`src/rtl/vfp_status_pkg.sv`:
```
package vfp_status_pkg;

    localparam int WORD_W      = 32;
    localparam int NUM_WORDS   = 4;
    localparam int SP_LANES    = 4;
    localparam int DP_LANES    = 2;
    localparam int SP_FLAG_W   = 3;
    localparam int DP_FLAG_W   = 6;
    localparam int RM_W        = 2;
    localparam int SLICE_IDX_W = 2;

    localparam int REG_W       = WORD_W * NUM_WORDS;
    localparam int SP_SET_W    = SP_LANES * SP_FLAG_W;
    localparam int DP_SET_W    = DP_LANES * DP_FLAG_W;
    localparam int RM_FIELD_W  = DP_LANES * RM_W;

    // bit placement inside a word
    localparam int DP_FLAG_LSB = 8;
    localparam int DZ_LSB      = 8;
    localparam int RM_LSB      = 8;
    localparam int RM_WORD     = NUM_WORDS - 1;
    localparam int DP_WORD0    = 1;

    typedef logic [WORD_W-1:0] word_t;
    typedef logic [NUM_WORDS-1:0][WORD_W-1:0] fpsr_t;

    typedef struct packed {
        logic ovf;
        logic unf;
        logic diff;
    } sp_flags_t;

    typedef struct packed {
        logic ovf;
        logic unf;
        logic inx;
        logic inv;
        logic nan;
        logic den;
    } dp_flags_t;

    // implemented bits of each word
    function automatic word_t word_mask(int idx);
        if (idx >= DP_WORD0 && idx < DP_WORD0 + DP_LANES)
            return word_t'(32'h0000_3F07);
        return word_t'(32'h0000_0F07);
    endfunction

    function automatic word_t sp_bits(sp_flags_t f);
        word_t w;
        w    = '0;
        w[2] = f.ovf;
        w[1] = f.unf;
        w[0] = f.diff;
        return w;
    endfunction

    function automatic word_t dp_bits(dp_flags_t f);
        word_t w;
        w = '0;
        w[DP_FLAG_LSB +: DP_FLAG_W] = f;
        return w;
    endfunction

endpackage

```
`src/rtl/vfp_set_decode.sv`:
```
module vfp_set_decode
    import vfp_status_pkg::*;
(
    input  logic [SP_SET_W-1:0] sp_set,
    input  logic [DP_SET_W-1:0] dp_set,
    input  logic [SP_LANES-1:0] dz_set,
    output fpsr_t               set_bits
);

    fpsr_t sp_part;
    fpsr_t dp_part;
    fpsr_t dz_part;

    genvar w;
    generate
        for (w = 0; w < NUM_WORDS; w++) begin : g_word
            // each single-precision slice owns the word of the same index
            if (w < SP_LANES) begin : g_sp
                assign sp_part[w] = sp_bits(sp_flags_t'(sp_set[w*SP_FLAG_W +: SP_FLAG_W]));
            end else begin : g_no_sp
                assign sp_part[w] = '0;
            end

            if (w >= DP_WORD0 && w < DP_WORD0 + DP_LANES) begin : g_dp
                assign dp_part[w] = dp_bits(dp_flags_t'(dp_set[(w-DP_WORD0)*DP_FLAG_W +: DP_FLAG_W]));
            end else begin : g_no_dp
                assign dp_part[w] = '0;
            end

            if (w == 0) begin : g_dz
                assign dz_part[w] = {{(WORD_W-SP_LANES){1'b0}}, dz_set} << DZ_LSB;
            end else begin : g_no_dz
                assign dz_part[w] = '0;
            end
        end
    endgenerate

    assign set_bits = sp_part | dp_part | dz_part;

endmodule

```
`src/rtl/vfp_round_port.sv`:
```
module vfp_round_port
    import vfp_status_pkg::*;
(
    input  logic [RM_FIELD_W-1:0]  rm_field,
    input  logic                   wr_en,
    input  logic [SLICE_IDX_W-1:0] wr_slice,
    input  logic [RM_W-1:0]        wr_val,
    input  logic [SLICE_IDX_W-1:0] rd_slice,
    output word_t                  clr_mask,
    output word_t                  ins_bits,
    output logic [RM_W-1:0]        rd_val
);

    logic wr_in_range;
    logic rd_in_range;

    assign wr_in_range = int'(wr_slice) < DP_LANES;
    assign rd_in_range = int'(rd_slice) < DP_LANES;

    always_comb begin
        clr_mask = '0;
        ins_bits = '0;
        if (wr_en && wr_in_range) begin
            clr_mask[RM_LSB + RM_W*int'(wr_slice) +: RM_W] = '1;
            ins_bits[RM_LSB + RM_W*int'(wr_slice) +: RM_W] = wr_val;
        end
    end

    always_comb begin
        rd_val = '0;
        if (rd_in_range)
            rd_val = rm_field[RM_W*int'(rd_slice) +: RM_W];
    end

endmodule

```
`src/rtl/vfp_word_cell.sv`:
```
module vfp_word_cell
    import vfp_status_pkg::*;
#(
    parameter int IDX = 0
) (
    input  logic  clk,
    input  logic  rst,
    input  logic  wr_en,
    input  word_t wr_word,
    input  word_t clr_mask,
    input  word_t ins_bits,
    input  word_t set_bits,
    output word_t q
);

    localparam word_t MASK = word_mask(IDX);

    word_t base;
    word_t nxt;

    // order: masked write, then field insert, then sticky OR
    always_comb begin
        base = wr_en ? (wr_word & MASK) : q;
        nxt  = ((base & ~clr_mask) | ins_bits) | set_bits;
    end

    always_ff @(posedge clk) begin
        if (rst)
            q <= '0;
        else
            q <= nxt;
    end

    AST_RESET_CLEAR: assert property (@(posedge clk) rst |=> q == '0);

    AST_UNIMPL_ZERO: assert property (@(posedge clk) disable iff (rst)
        (q & ~MASK) == '0);

    AST_WRITE_LOAD: assert property (@(posedge clk) disable iff (rst)
        wr_en && set_bits == '0 && clr_mask == '0 |=> q == $past(wr_word & MASK));

    AST_STICKY_HOLD: assert property (@(posedge clk) disable iff (rst)
        !wr_en |=> ($past(q) & ~$past(clr_mask) & ~q) == '0);

    AST_SET_ON_TOP: assert property (@(posedge clk) disable iff (rst)
        set_bits != '0 |=> (q & $past(set_bits)) == $past(set_bits));

endmodule

```
`src/rtl/vfp_status_reg.sv`:
```
module vfp_status_reg
    import vfp_status_pkg::*;
(
    input  logic                   clk,
    input  logic                   rst,
    input  logic                   wr_en,
    input  logic [REG_W-1:0]       wr_data,
    output logic [REG_W-1:0]       rd_data,
    input  logic [SP_SET_W-1:0]    sp_set,
    input  logic [DP_SET_W-1:0]    dp_set,
    input  logic [SP_LANES-1:0]    dz_set,
    input  logic                   rm_wr_en,
    input  logic [SLICE_IDX_W-1:0] rm_wr_slice,
    input  logic [RM_W-1:0]        rm_wr_val,
    input  logic [SLICE_IDX_W-1:0] rm_rd_slice,
    output logic [RM_W-1:0]        rm_rd_val
);

    fpsr_t regs;
    fpsr_t set_bits;
    fpsr_t wr_words;
    word_t rm_clr;
    word_t rm_ins;

    assign wr_words = fpsr_t'(wr_data);
    assign rd_data  = REG_W'(regs);

    vfp_set_decode u_decode (
        .sp_set   (sp_set),
        .dp_set   (dp_set),
        .dz_set   (dz_set),
        .set_bits (set_bits)
    );

    vfp_round_port u_round (
        .rm_field (regs[RM_WORD][RM_LSB +: RM_FIELD_W]),
        .wr_en    (rm_wr_en),
        .wr_slice (rm_wr_slice),
        .wr_val   (rm_wr_val),
        .rd_slice (rm_rd_slice),
        .clr_mask (rm_clr),
        .ins_bits (rm_ins),
        .rd_val   (rm_rd_val)
    );

    genvar w;
    generate
        for (w = 0; w < NUM_WORDS; w++) begin : g_cell
            word_t cell_clr;
            word_t cell_ins;
            if (w == RM_WORD) begin : g_rm
                assign cell_clr = rm_clr;
                assign cell_ins = rm_ins;
            end else begin : g_plain
                assign cell_clr = '0;
                assign cell_ins = '0;
            end

            vfp_word_cell #(.IDX(w)) u_cell (
                .clk      (clk),
                .rst      (rst),
                .wr_en    (wr_en),
                .wr_word  (wr_words[w]),
                .clr_mask (cell_clr),
                .ins_bits (cell_ins),
                .set_bits (set_bits[w]),
                .q        (regs[w])
            );
        end
    endgenerate

    AST_RM_SLICE0: assert property (@(posedge clk) disable iff (rst)
        rm_wr_en && rm_wr_slice == 2'd0 |=>
        regs[RM_WORD][RM_LSB +: RM_W] == $past(rm_wr_val));

    AST_RM_SLICE1: assert property (@(posedge clk) disable iff (rst)
        rm_wr_en && rm_wr_slice == 2'd1 |=>
        regs[RM_WORD][RM_LSB+RM_W +: RM_W] == $past(rm_wr_val));

    AST_RM_OUT_OF_RANGE: assert property (@(posedge clk) disable iff (rst)
        rm_wr_en && int'(rm_wr_slice) >= DP_LANES && !wr_en |=>
        $stable(regs[RM_WORD][RM_LSB +: RM_FIELD_W]));

endmodule

```
`config.mk`:
```
export PLATFORM = sky130hd
export DESIGN_NAME = vfp_status_reg
export DESIGN_NICKNAME = d
export VERILOG_FILES = /design/src/rtl/vfp_status_pkg.sv /design/src/rtl/vfp_set_decode.sv /design/src/rtl/vfp_round_port.sv /design/src/rtl/vfp_word_cell.sv /design/src/rtl/vfp_status_reg.sv
export SDC_FILE = /design/constraint.sdc
export NUM_CORES = 1
export LEC_CHECK = 0
export BUFFER_PORTS_ARGS = -buffer_cell sky130_fd_sc_hd__buf_2
export CAP_MARGIN = 20
export CORE_MARGIN = 5
export CORE_UTILIZATION = 54
export CTS_BUF_LIST = sky130_fd_sc_hd__clkbuf_4
export DETAILED_ROUTE_END_ITERATION = 8
export GPL_ROUTABILITY_DRIVEN = 0
export MAX_ROUTING_LAYER = met4
export PLACE_DENSITY_LB_ADDON = 0.1
export SYNTH_ARGS = -nofsm -noshare
export SYNTH_HDL_FRONTEND = slang
export SYNTH_HIERARCHICAL = 1
export SYNTH_SLANG_ARGS = --single-unit
```
`constraint.sdc`:
```
create_clock -name clk -period 2.6 [get_ports clk]
set_clock_uncertainty 0.2 [all_clocks]
set_input_delay 0.26 -clock clk [delete_from_list [all_inputs] [get_ports clk]]
set_output_delay 0.26 -clock clk [all_outputs]
set_load 0.01 [all_outputs]
```
Word-level counts from Yosys, hierarchy flattened:

Cells that the tools add are included.

* bits in registers: 128
* bits in latches: 0
* RAM bits: 0
* ROM bits: 0
* input port bits: 166
* output and inout port bits: 130
* word-level logic and storage cells: 31
* memories: 0

* $add $sub $neg: 2
* multiply operators: 0
* divide/modulo/power cells: 0
* magnitude comparators: 2
* equality and inequality tests: 0
* shifts and indexed selects: 4
* mux-type cells: 7
* bitwise logic cells: 11
* reductions and logical operators: 1

Operator list (number)
* 32-bit 2-to-1 mux: 6
* 32-bit bitwise OR: 4
* 99-bit by 12-bit bitwise OR with 99-bit output: 1
* 99-bit by 78-bit bitwise OR with 99-bit output: 1
* 32-bit bitwise AND: 3
* 32-bit negator with 33-bit output: 1
* 2-bit by 33-bit variable shift with 32-bit output (first input constant): 1
* 2-bit by 33-bit indexed part select with 32-bit output: 1
* 2-bit by 33-bit indexed part select with 32-bit output (first input constant): 1
* 32-bit inverter: 1
* 32-bit by 3-bit bitwise OR with 32-bit output: 1
* 4-bit by 3-bit adder with 5-bit output (first input constant): 1
* 2-bit less-than comparator (second input constant): 2
* 4-bit by 4-bit indexed part select with 2-bit output: 1
* 2-bit 2-to-1 mux: 1
* 1-bit logical AND: 1

Depth between registers and ports, before layout:

Gate-level depths: netlist of the first run.

* depth after elaboration: 9
* depth in mapped cells: 7

Cells and area by module:

The synthesis of the first run kept the hierarchy.

Modules (own cells, without submodules)
* vfp_word_cell (g_cell[1].u_cell ...): instances 2, cells each 135, area an instance 1305.0 sq um
* vfp_word_cell (g_cell[0].u_cell ...): instances 2, cells each 135, area an instance 1298.7 sq um
* vfp_set_decode: instances 1, cells each 129, area an instance 964.7 sq um
* vfp_round_port: instances 1, cells each 87, area an instance 613.1 sq um
* vfp_status_reg: instances 1, cells each 1, area an instance 3.8 sq um

Worst setup path before layout of the first run:

No wires, ideal clock.

* path type: input -> register
* start point: input rm_wr_slice[0]
* end point: register g_cell[3].u_cell.q[3]
* library setup time: 70 ps
* arrival: 1316 ps
* path slack: 1013 ps
* stages on the path: 6
* cells stage by stage: inv_1 -> ha_1 -> and3_2 -> buf_4 -> or3b_1 -> a21oi_1

* longest elaborated chain between the ends: 9

Ends and longest elaborated chain
* start, declared: RTL line vfp_status_reg.sv:13 `input logic [SLICE_IDX_W-1:0] rm_wr_slice,`
* 4-bit by 3-bit adder with 5-bit output: RTL line vfp_round_port.sv:24 `clr_mask[RM_LSB + RM_W*int'(wr_slice) +: RM_W] = '1;`
* 32-bit negator with 33-bit output: RTL line vfp_round_port.sv:24
* 2-bit by 33-bit indexed part select with 32-bit output / 2-bit by 33-bit variable shift with 32-bit output (equally long branches): RTL line vfp_round_port.sv:24
* 32-bit bitwise AND (no line)
* 32-bit 2-to-1 mux (*): RTL line vfp_round_port.sv:23 `if (wr_en && wr_in_range) begin`
* named net g_cell[3].cell_clr[3]: RTL line vfp_status_reg.sv:49 `word_t cell_clr;`
* 32-bit inverter (*): RTL line vfp_word_cell.sv:24 `nxt = ((base & ~clr_mask) | ins_bits) | set_bits;`
* 32-bit bitwise AND (*): RTL line vfp_word_cell.sv:24
* 32-bit bitwise OR (*): RTL line vfp_word_cell.sv:24
* 32-bit by 3-bit bitwise OR with 32-bit output (*): RTL line vfp_word_cell.sv:24
* end signal, assigned: RTL line vfp_word_cell.sv:31 `q <= nxt;`
* end, declared: RTL line vfp_word_cell.sv:13 `output word_t q`

The timed path passes the listed nets; every way through them passes the cells marked *.
A chain may end at the register's enable or synchronous reset.

==> results.cfg, run 1 <==
[outcome]
status = finished, final reports clean

[placement]
numPortBuffers = 199
dp.cells = 1258
dp_hpwl_um = 9360
dpl_worst_slack_ns = 0.730

[clock_tree]
cts_buffers = 17
clk_path_buf_depth = 2
cts_resized = 0
insertion_delay_ns = 0.51
htreeDepth = 4
cts_tree = yes
post_cts_buffers = 0
path_clk_slew_ns = 0.11
cts_root_buf = clkbuf_4
cts.sinks = 128
holdBufCountCts = 71

[global_routing]
gr-usage-met2_pct = 34.8
met1_usage_pct = 23.7
track_usage_pct = 20.7
grt_pass1_wl_um = 24100
grt_util_met3_pct = 5.11
grt_pass1_vias = 5325
grt-ovfl-total = 0
top_usage_layer = met2
antenna_found_initial = 0
grt_max_degree = 85

[synthesis]
synth_top_area_cell = dfxtp_1
synth.mux.area_fraction_pct = 5.01
synth.top_cell.area_share_pct = 37.7
synthFlopType = dfxtp_1
synth-edff-count = 0
yosysSeqAreaShare_pct = 37.7
synth_area_leaders = dfxtp_1 (38%), buf_4 (19%), or3b_1 (11%)
synthXorXnorAreaFrac_pct = 0
synth_top_family_by_area = buffers and inverters
synth_common_cells = buf_4 (168), dfxtp_1 (128), nor2_1 (111)
synth-compound-area-share_pct = 14.4
synthDistinctLibCells = 29
postSynthAreaPerCell_um2 = 8.97
syn_area_mm2 = 0.00679
ys.warnings.count = 6
async_flop_share_pct = 0
yosys.area_share.simple_pct = 20.9
synthAdderAreaFrac_pct = 0.921
synth.most_common_cell = buf_4
syn_inst = 757
synth_seq_cells = 128

[critical_path]
crit_required_ns = 2.81
max_stage_delay_ns = 0.57
slowest_stage = dlygate4sd3_1
rr_startpoint = g_cell[2].u_cell/q[8]
critical_path_class = in2reg
path_max_fanout = 21
crit_chain = dlygate4sd3_1 > buf_4 > o21bai_1 > dlygate4sd3_1 > o31ai_1 > dlygate4sd3_1
cp.buffers_inverters = 4
end_kind = flip-flop
r2r_slack_ns = 1.09
critical_path.most_common_cell = dlygate4sd3_1
start_kind = primary input
r2r_cells = 3
rr_endpoint = g_cell[2].u_cell/q[8]
crit_arrival_ns = 2.42
cp_top_family = buffers and inverters

[detailed_routing]
num_vias = 5492
wl_um = 14500
wl_per_cell_um = 10.7
drt-initial-drc-count = 203
dr.pass1.iters = 4
ant_nets = 0
drc = 0
via_per_inst = 4.04

[sta]
max_freq_mhz = 451
maxSlewViolCount = 0
period_share_pct = 85.4
hold_viol = 0
worst_pin_slew_ns = 0.721
maxSlewHeadroom_pct = 51.9
rsz0062_at_grt = no
fin_ws_ns = 0.381
fin_setup_tns_ns = 0
setup_violations = 0
period_needed_ns = 2.22

[final_layout]
largest_register = g_cell.u_cell/q
utilization_pct = 71.0
antenna_cells = 0
syn_to_final_growth_pct = 30.3
post_route_cells_drive_above_1_share_pct = 20.9
largestRegisters = g_cell.u_cell/q (128)
layoutNonFillerInstCount = 1361
largest_reg_flops = 128
nets = 1347

[floorplanning]
ios = 296
core_area_mm2 = 0.0125
die_h_um = 122
rows = 41
dieArea_mm2 = 0.0149
fp.dieW_um = 122
start_util_pct = 54.5

[power_and_ir_drop]
power_uw = 4270
ir_drop_mv = 0.349
p_leak_uw = 0.00438
p_per_area_mw_per_mm2 = 483

[flow_run]
cap_violations = 0

[hold_path]
hold_depth = 5
hold_class = in2reg
hold-path-endpoint = g_cell[3].u_cell/q[4]
hold_path.startpoint = rm_wr_en
[worst min-delay path, delay by kind of cell]
| family | cells | cell delay [ns] |
|---|---|---|
| buf+inv | 1 | 0.13 |
| simple gates | 3 | 0.30 |
| compound gates | 1 | 0.06 |
[worst max path at each step]
stage | from | end | slack, ns | depth (start not counted)
final | rst | g_cell[1].u_cell/q[2] | 0.38 | 6
after global routing | rst | g_cell[1].u_cell/q[2] | 0.37 | 6
after CTS | rst | g_cell[1].u_cell/q[8] | 0.50 | 6
after detailed placement | wr_en | g_cell[0].u_cell/q[9] | 0.73 | 4
after global placement | wr_en | g_cell[0].u_cell/q[9] | 0.74 | 4
after floorplan | rm_wr_slice[0] | g_cell[3].u_cell/q[3] | 1.01 | 6
[where the power goes]
part,leakage (µW),switching [µW],internal [µW]
Clock,0.000149,681,604
Combinational,0.00315,413,399
Sequential,0.00108,63.3,2110
Total,0.00438,1160,3110
[cell type report]
cell class                 instances  area [µm²]
multi-input combinational        751        4010
clock inverter                    10        93.8
fill                            1066        3620
clock buffer                      22         165
timing repair buffer             275        1790
inverter                           3        11.3
tap                              172         215
sequential                       128        2560
[routing by layer]
metal	share of wire (%)	vias to the layer above
li1	-	2970
met1	44	2359
met2	48	131
met3	5.6	32
met4	3.0	0
met5	0	-
[kinds of logic after synthesis]
| group | count (synthesis) |
|---|---|
| other | 3 |
| AND/OR/NAND/NOR | 228 |
| multiplexers | 34 |
| adder cells (fa/ha/maj) | 5 |
| AO/OA/AOI/OAI | 160 |
| flip-flops | 128 |
| buffers and inverters | 199 |
[placed cells by master (no fill, tap or decap), drive strengths merged]
master / count
nor3: 1
nor3b: 1
nor2b: 1
or3b: 97
mux2i: 34
clkinv: 8
buf: 204
nand3: 1
a21oi: 96
and3: 6
o21bai: 32
clkbuf: 22
inv: 3
nor2: 111
dlygate4sd3: 71
nand3b: 2
ha: 5
nand4b: 2
nand4bb: 2
o31ai: 32
dfxtp: 128
and2: 4
bufinv: 2
conb: 324
[through the flow]
step	hold WS [ns]	cell area, µm²
after floorplan	0.248	7990
after global placement	0.271	7880
final	0.0754	8850
after global routing	0.0821	8850
after detailed placement	0.272	7880
after CTS	0.0143	8850
(Power assumes the default switching activity.)
==> run 2: changes to the inputs <==
--- a/config.mk
+++ b/config.mk
@@ -6,9 +6,8 @@
 export NUM_CORES = 1
 export LEC_CHECK = 0
 export BUFFER_PORTS_ARGS = -buffer_cell sky130_fd_sc_hd__buf_2
-export CAP_MARGIN = 20
 export CORE_MARGIN = 5
-export CORE_UTILIZATION = 54
+export CORE_UTILIZATION = 50
 export CTS_BUF_LIST = sky130_fd_sc_hd__clkbuf_4
 export DETAILED_ROUTE_END_ITERATION = 8
 export GPL_ROUTABILITY_DRIVEN = 0
==> constraint.sdc (replaced) <==
create_clock -name clk -period 2.07 [get_ports clk]
set_clock_uncertainty 0.2 [all_clocks]
set_input_delay 0.207 -clock clk [delete_from_list [all_inputs] [get_ports clk]]
set_output_delay 0.207 -clock clk [all_outputs]
set_load 0.01 [all_outputs]
==> run 2 against run 1 <==
Die area increased by 7.3%; sequential share of layout area decreased by 0.77 points; via count increased by 0.93%; setup slack got worse by 0.29 ns; first-iteration DRC count increased by 13%; design area increased by 2.7%.
==> results.cfg, run 2 (synthesis gave the netlist of run 1 again) <==
[detailed_routing]
wl_per_cell_um = 10.4
ant_nets = 0
dr.pass1.iters = 4
drt-initial-drc-count = 229
drc = 0
wl_um = 14500
via_per_inst = 3.99
num_vias = 5543

[clock_tree]
cts_buffers = 17
insertion_delay_ns = 0.55
cts.sinks = 128
path_clk_slew_ns = 0.11
htreeDepth = 4
cts_root_buf = clkbuf_4
cts_tree = yes
clk_path_buf_depth = 2

[global_routing]
grt_pass1_vias = 5308
grt-ovfl-total = 0
grt_pass1_wl_um = 24300
grt_max_degree = 51
track_usage_pct = 19.1
antenna_found_initial = 0

[critical_path]
crit_arrival_ns = 2.23
crit_chain = dlygate4sd3_1 > buf_2 > o21bai_1 > dlygate4sd3_1 > o31ai_1 > dlygate4sd3_1
slowest_stage = dlygate4sd3_1
crit_required_ns = 2.33
end_kind = flip-flop
critical_path.most_common_cell = dlygate4sd3_1
max_stage_delay_ns = 0.58
critical_path_class = in2reg
path_max_fanout = 1
start_kind = primary input

[sta]
hold_viol = 0
max_freq_mhz = 506
period_needed_ns = 1.98
worst_pin_slew_ns = 0.636
period_share_pct = 95.4
maxSlewHeadroom_pct = 57.6
maxSlewViolCount = 0
fin_setup_tns_ns = 0
hold_ws_ns = 0.00293
rsz0062_at_grt = no
setup_violations = 0

[power_and_ir_drop]
p_leak_uw = 0.00449
ir_drop_mv = 0.467
power_uw = 5420
p_per_area_mw_per_mm2 = 596

[final_layout]
largest_register = g_cell.u_cell/q
utilization_pct = 68.4
final_cell_mix = conb_1 (324), buf_2 (197), dfxtp_1 (128)
largest_reg_flops = 128
largestRegisters = g_cell.u_cell/q (128)
post_route_cells_drive_above_1_share_pct = 21.4
fin_area_mm2 = 0.00909
syn_to_final_growth_pct = 33.9
final_common_cell = conb_1
nets = 1370

[floorplanning]
core_area_mm2 = 0.0133
fp.dieW_um = 127
die_h_um = 127
rows = 42
dieArea_mm2 = 0.0160
ios = 296
start_util_pct = 51.1

[placement]
dp_hpwl_um = 9830
placed_cell_area_mm2 = 0.00797
numPortBuffers = 199

[flow_run]
cap_violations = 0

[outcome]
status = finished, final reports clean

[hold_path]
hold_class = in2reg
-- run 2: cell type report --
cell class / count / area, µm²
fill: 1141 / 4210
multi-input combinational: 751 / 4010
sequential: 128 / 2560
timing repair buffer: 298 / 2020
tap: 176 / 220
clock buffer: 22 / 165
clock inverter: 10 / 93.8
inverter: 3 / 11.3
antenna: 1 / 2.50
-- run 2: power by group --
part / total, µW / switching, µW / internal (µW)
combinational: 1060 / 526 / 536
clock: 1630 / 875 / 757
sequential: 2730 / 77.1 / 2650
-- run 2: routing by layer --
metal | vias to the layer above | track usage [%] | share of wire [%]
met5 | - | - | 0
met4 | 0 | 7.32 | 2.1
met3 | 23 | 6.43 | 6.6
met2 | 137 | 29.8 | 47
met1 | 2371 | 23.0 | 45
li1 | 3012 | - | -
-- run 2: path summary, 6_finish.rpt --
| path | startpoint | endpoint | slack, ns | cells after the start |
|---|---|---|---|---|
| min | rm_wr_en | g_cell[3].u_cell/q[4] | 0.003 | 5 |
| max reg2reg | g_cell[1].u_cell/q[15] | g_cell[1].u_cell/q[15] | 0.42 | 3 |
| max | sp_set[4] | g_cell[1].u_cell/q[1] | 0.09 | 6 |
| min reg2reg | g_cell[3].u_cell/q[14] | g_cell[3].u_cell/q[14] | 0.35 | 2 |
-- run 2: through the flow --
stage / instances / setup WS (ns)
CTS: 1389 / 0.0273
global route: 1388 / 0.0668
floorplan: 1078 / 0.536
global placement: 1271 / 0.309
finish: 1389 / 0.0948
detailed placement: 1271 / 0.307
-- run 2: repair_timing --
item,in CTS,in global routing
hold endpoints to repair,54,3
endpoints found under the setup margin,0,18
setup buffers,0,0
resized for setup,0,1
hold buffers,86,2
-- run 2: worst max-delay path, delay by kind of cell --
family                 cells  cell delay, ns
AOI/OAI and AO/OA          2            0.20
buffers and inverters      4            1.82
